## config.mk

```make
export PLATFORM = sky130hd
export DESIGN_NAME = cfgx_top
export DESIGN_NICKNAME = d
export VERILOG_FILES = /design/src/rtl/cfgx_pkg.sv /design/src/rtl/cfgx_lsb_enc.sv /design/src/rtl/cfgx_ctrl.sv /design/src/rtl/cfgx_top.sv
export SDC_FILE = /design/constraint.sdc
export NUM_CORES = 1
export LEC_CHECK = 0
export CAP_MARGIN = 20
export CORE_ASPECT_RATIO = 0.8
export CORE_UTILIZATION = 35
export DETAILED_ROUTE_END_ITERATION = 8
export GPL_TIMING_DRIVEN = 0
export PLACE_DENSITY = 0.81
export RECOVER_POWER = 50
export SLEW_MARGIN = 20
export SYNTH_ARGS = -nofsm -noshare
export SYNTH_HDL_FRONTEND = slang
export SYNTH_HIERARCHICAL = 1
export SYNTH_SLANG_ARGS = --single-unit
```

## constraint.sdc

```tcl
create_clock -name clk -period 1.6 [get_ports clk]
set_input_delay 0.32 -clock clk [delete_from_list [all_inputs] [get_ports clk]]
set_output_delay 0.32 -clock clk [all_outputs]
set_load 0.01 [all_outputs]
```

## src/rtl/cfgx_pkg.sv

```systemverilog
package cfgx_pkg;
    typedef enum logic [1:0] {
        ST_IDLE   = 2'd0,
        ST_GRANT  = 2'd1,
        ST_REFUSE = 2'd2,
        ST_FAULT  = 2'd3
    } cfgx_state_e;
endpackage

```

## src/rtl/cfgx_lsb_enc.sv

```systemverilog
module cfgx_lsb_enc #(
    parameter int SEL_W = 21,
    localparam int IDX_W = $clog2(SEL_W)
) (
    input  logic [SEL_W-1:0] sel_i,
    output logic [IDX_W-1:0] idx_o,
    output logic             any_o
);
    always_comb begin
        idx_o = '0;
        any_o = |sel_i;
        for (int i = SEL_W - 1; i >= 0; i--) begin
            if (sel_i[i]) idx_o = IDX_W'(i);
        end
    end

    always_comb begin
        if (any_o) begin

            enc_lowest_chk: assert (sel_i[idx_o] &&
                ((sel_i & ((SEL_W'(1) << idx_o) - SEL_W'(1))) == '0));
        end
    end
endmodule

```

## src/rtl/cfgx_ctrl.sv

```systemverilog
module cfgx_ctrl
    import cfgx_pkg::*;
(
    input  logic clk,
    input  logic rst_n,
    input  logic req_i,
    input  logic type1_i,
    input  logic sel_any_i,
    output logic grant_o,
    output logic refuse_o,
    output logic fault_o
);
    cfgx_state_e state_q, state_d;

    always_comb begin
        if (!req_i)          state_d = ST_IDLE;
        else if (type1_i)    state_d = ST_REFUSE;
        else if (!sel_any_i) state_d = ST_FAULT;
        else                 state_d = ST_GRANT;
    end

    always_ff @(posedge clk) begin
        if (!rst_n) state_q <= ST_IDLE;
        else        state_q <= state_d;
    end

    always_comb begin
        grant_o  = 1'b0;
        refuse_o = 1'b0;
        fault_o  = 1'b0;
        unique case (state_q)
            ST_IDLE:   ;
            ST_GRANT:  grant_o  = 1'b1;
            ST_REFUSE: refuse_o = 1'b1;
            ST_FAULT:  fault_o  = 1'b1;
        endcase
    end


    one_outcome_chk: assert property (@(posedge clk) disable iff (!rst_n)
        $onehot0({grant_o, refuse_o, fault_o}));

    req_answered_chk: assert property (@(posedge clk) disable iff (!rst_n)
        req_i |=> (grant_o || refuse_o || fault_o));

    idle_quiet_chk: assert property (@(posedge clk) disable iff (!rst_n)
        !req_i |=> !(grant_o || refuse_o || fault_o));
endmodule

```

## src/rtl/cfgx_top.sv

```systemverilog
module cfgx_top #(
    parameter int ACC_W    = 16,
    parameter int ADDR_W   = 32,
    parameter int BUS_W    = 8,
    parameter int SEL_LSB  = 11,
    parameter int TYPE_BIT = 16
) (
    input  logic              clk,
    input  logic              rst_n,
    input  logic              req_i,
    input  logic              wr_i,
    input  logic [1:0]        size_i,
    input  logic [ACC_W-1:0]  acc_addr_i,
    input  logic [ADDR_W-1:0] map_reg_i,
    input  logic [BUS_W-1:0]  bus_num_i,
    output logic [ADDR_W-1:0] cfg_addr_o,
    output logic              xlate_ok_o,
    output logic              refuse_o,
    output logic              sel_err_o,
    output logic [ADDR_W-1:0] rd_fill_o,
    output logic              clr_mabort_o,
    output logic              clr_tabort_o
);
    localparam int SEL_W = ADDR_W - SEL_LSB;
    localparam int DEV_W = $clog2(SEL_W);
    localparam int PAD_W = ADDR_W - 1 - BUS_W - DEV_W - 3 - 8;

    logic [ADDR_W-1:0] inter;
    logic [SEL_W-1:0]  sel;
    logic [DEV_W-1:0]  dev_idx;
    logic              sel_any;
    logic [ADDR_W-1:0] addr_d, addr_q;
    logic [ADDR_W-1:0] fill_d, fill_q;

    assign inter = {map_reg_i[ADDR_W-ACC_W-1:0], acc_addr_i};
    assign sel   = inter[ADDR_W-1:SEL_LSB];

    cfgx_lsb_enc #(.SEL_W(SEL_W)) enc_i (
        .sel_i (sel),
        .idx_o (dev_idx),
        .any_o (sel_any)
    );

    cfgx_ctrl ctrl_i (
        .clk       (clk),
        .rst_n     (rst_n),
        .req_i     (req_i),
        .type1_i   (map_reg_i[TYPE_BIT]),
        .sel_any_i (sel_any),
        .grant_o   (xlate_ok_o),
        .refuse_o  (refuse_o),
        .fault_o   (sel_err_o)
    );

    assign addr_d = {1'b1, {PAD_W{1'b0}}, bus_num_i, dev_idx,
                     inter[10:8], inter[7:2], 2'b00};
    assign fill_d = wr_i ? '0 : ({ADDR_W{1'b1}} >> (8 * (3 - int'(size_i))));

    always_ff @(posedge clk) begin
        if (!rst_n) begin
            addr_q <= '0;
            fill_q <= '0;
        end else if (req_i) begin
            addr_q <= addr_d;
            fill_q <= fill_d;
        end
    end

    assign cfg_addr_o   = xlate_ok_o ? addr_q : '0;
    assign rd_fill_o    = refuse_o ? fill_q : '0;
    assign clr_mabort_o = xlate_ok_o;
    assign clr_tabort_o = xlate_ok_o;


    refuse_cause_chk: assert property (@(posedge clk) disable iff (!rst_n)
        refuse_o |-> $past(map_reg_i[TYPE_BIT]));

    fault_cause_chk: assert property (@(posedge clk) disable iff (!rst_n)
        sel_err_o |-> ($past(sel) == '0 && !$past(map_reg_i[TYPE_BIT])));

    grant_enable_chk: assert property (@(posedge clk) disable iff (!rst_n)
        xlate_ok_o |-> (cfg_addr_o[ADDR_W-1] && cfg_addr_o[1:0] == 2'b00));

    grant_from_req_chk: assert property (@(posedge clk) disable iff (!rst_n)
        clr_mabort_o |-> ($past(req_i) && !$past(map_reg_i[TYPE_BIT])));
endmodule

```

==> impl_metrics.csv <==
group,metric,value,unit
pwr,leakagePower,1.73,nW
final_layout,syn2layout_area_growth,89.5,%
route,first_iter_violations,62,
run_status,violations,"setup timing",
timing,max_freq,0.559,GHz
setup_path,critPathKind,"reg -> out",
synthesis,synth_edf_count,0,
global_route,grt_overflow,0,
synthesis,synthSimpleGateAreaFrac,0.282,
synthesis,ys_ff_latch,29,
clock_tree,clockBufferDepth,2,
synthesis,synth_top_family_by_area,"simple AND/OR/NAND/NOR gates",
final_layout,diodes,0,
setup_path,arrival,1.47,ns
die,initial_core_util,0.363,
final_layout,mostFrequentLayoutCells,"buf_6, buf_4, clkdlybuf4s50_1",
final_layout,regArea,583,um2
synthesis,syn_inst,208,
route,ant_nets,0,
place,post_dp_cell_area,2970,um2
global_route,grt_max_degree,11,
final_layout,fin_area,3450,um2
pwr,power_density,516,nW/um2
clock_tree,cts_root_buffer,"clkbuf_8",
synthesis,syn_area_per_cell,8.75,um2
die,die_area,5490,um2
global_route,grt_pass1_wl,8500,um
clock_tree,cts_tree,"done",
route,wl_per_cell,13.8,um
timing,holdWs,0.490,ns
run_status,status,"complete, but fails checks",
setup_path,required,1.28,ns
pwr,ir_drop,528,uV
place,place_ws,-0.506,ns
pwr,totalPowerFinal,1.78,mW
synthesis,ys.flop_type,"dfxtp_1",
setup_path,reg2reg_from,"fill_q[30]$_SDFFE_PN0P_",
timing,setup_viol,54,
route,drt-vias-per-instance,4.52,
final_layout,drive_gt1_frac,0.476,
worst_hold_path,hold_start,"fill_q[15]$_SDFFE_PN0P_",
synthesis,synth_xor_area_frac,0,
setup_path,start_kind,"register",
route,firstDrtPassIters,4,
timing,maxSlewViolCount,0,
setup_path,critPathLaunch,"ctrl_i/state_q[1]$_SDFF_PN0_",
timing,tightest_slew,0.555,ns
timing,timing.final.crit_share,1.12,
timing,rsz0062_at_grt,"true",
setup_path,end_kind,"output port",
timing,slew_headroom,0.630,
synthesis,synthDistinctLibCells,34,
place,dp.final_hpwl,3740,um
timing,layout_setup_ws,-0.189,ns
global_route,grt_util_all_layers,0.208,
clock_tree,clk_transition_reported_paths,0.07,ns
synthesis,synth_mux_area_frac,0.127,
worst_hold_path,hold_class,"reg -> reg",
route,drc,0,
route,via_count,1903,
job,drv_cap,0,
synthesis,ys_warn_count,6,
place,io_buffers,104,
timing,fin_tns_setup,-5.28,ns
synthesis,ys_async_sr_fraction,0,
die,core,5010,um2
final_layout,multi_input_area,1020,um2
die,die-height,66.5,um
setup_path,crit_fanout,4,
place,gp_congestion,0.871,
global_route,first_global_vias,1758,
global_route,antenna_found_initial,0,
clock_tree,clk_latency,0.27,ns
synthesis,synth_compound_area_frac,0.0736,
synthesis,synth_adder_area_share,0,
synthesis,syn-cell-area,1820,um2
clock_tree,htree_levels,2,
final_layout,nets,420,
final_layout,final_common_cell,"buf_6",
timing,report.final.hold_viol_count,0,
die,num_io_pins,131,
timing,fin_crit,1.79,ns
die,die_w,82.6,um
synthesis,seq_area_frac_synth,0.319,
clock_tree,cts.sinks,29,
clock_tree,cts-buffers-inserted,5,
final_layout,fillers,401,
timing,finClkSkew,0,ns
die,rows,23,
route,routed_wl,5820,um
-- cells in the mapped netlist, types with 2 or more instances --
| cell type | number | area share |
|---|---|---|
| buf_6 | 2 | 0.012 |
| nand2b_1 | 2 | 0.0069 |
| o211a_1 | 2 | 0.011 |
| clkbuf_1 | 3 | 0.0062 |
| nand2_1 | 4 | 0.0083 |
| nor4_1 | 6 | 0.021 |
| dfxtp_1 | 29 | 0.32 |
| and2_1 | 28 | 0.096 |
| buf_4 | 40 | 0.17 |
| a21oi_1 | 4 | 0.011 |
| inv_1 | 5 | 0.010 |
| o31ai_1 | 2 | 0.0083 |
| a21boi_1 | 2 | 0.0083 |
| nor2b_1 | 27 | 0.093 |
| nor2_1 | 8 | 0.017 |
| nor3_1 | 4 | 0.011 |
| mux2i_1 | 23 | 0.13 |
-- timing repair --
item | in CTS | in global routing
cloned | 2 | 0
setup buffers | 27 | 4
hold buffers | 0 | 0
setup endpoints to repair | 63 | 59
resized for setup | 317 | 41
pin swaps | 18 | 6
-- power by group --
group | internal, mW | switching [mW] | leakage (nW) | total, mW
clock | 0.301 | 0.282 | 0.0450 | 0.583
sequential | 0.759 | 0.0192 | 0.239 | 0.779
combinational | 0.250 | 0.168 | 1.44 | 0.417
total | 1.31 | 0.469 | 1.73 | 1.78
-- cells by family after synthesis --
group           count (synthesis)
simple gates                   86
buf+inv                        51
flops                          29
mux                            23
compound gates                 18
other cells                     1
-- critical path, cell delays in order, from the launching register on --
cell and delay [ns]:
dfxtp_2 0.33, nor2b_4 0.18, buf_4 0.14, and2_4 0.17, buf_6 0.10, buf_6 0.09
buf_6 0.08, buf_6 0.09
-- worst paths after layout --
check | slack, ns | depth (start not counted) | to
min reg2reg | 0.49 | 2 | fill_q[15]$_SDFFE_PN0P_
max reg2reg | 0.91 | 2 | fill_q[30]$_SDFFE_PN0P_
max | -0.19 | 7 | rd_fill_o[26]
min | 0.49 | 2 | fill_q[15]$_SDFFE_PN0P_
-- registers in the layout (all words and copies together) (netlist names) --
| register | count |
|---|---|
| fill_q | 4 |
| addr_q | 23 |
| ctrl_i/state_q | 2 |
-- final cells by class --
cell class	count	area share
Sequential cell	29	0.169
Buffer	45	0.113
Clock buffer	6	0.0211
Clock inverter	2	0.00290
Inverter	5	0.00544
Multi-Input combinational cell	136	0.295
Timing Repair Buffer	136	0.372
Tap cell	62	0.0225
-- per-stage QoR --
step / util / std cells
after floorplan: - / 216
after global placement: 0.593 / 382
final: 0.688 / 421
after global routing: 0.688 / 421
after detailed placement: 0.593 / 382
after CTS: 0.663 / 418
-- layer usage --
metal	GRT usage	wire, um	up-vias
li1	-	-	941
met3	0.0507	417	10
met4	0.0582	98	0
met1	0.246	2370	878
met2	0.372	2940	74
met5	0	0	-
No activity file was read; power rests on OpenSTA's default activity.
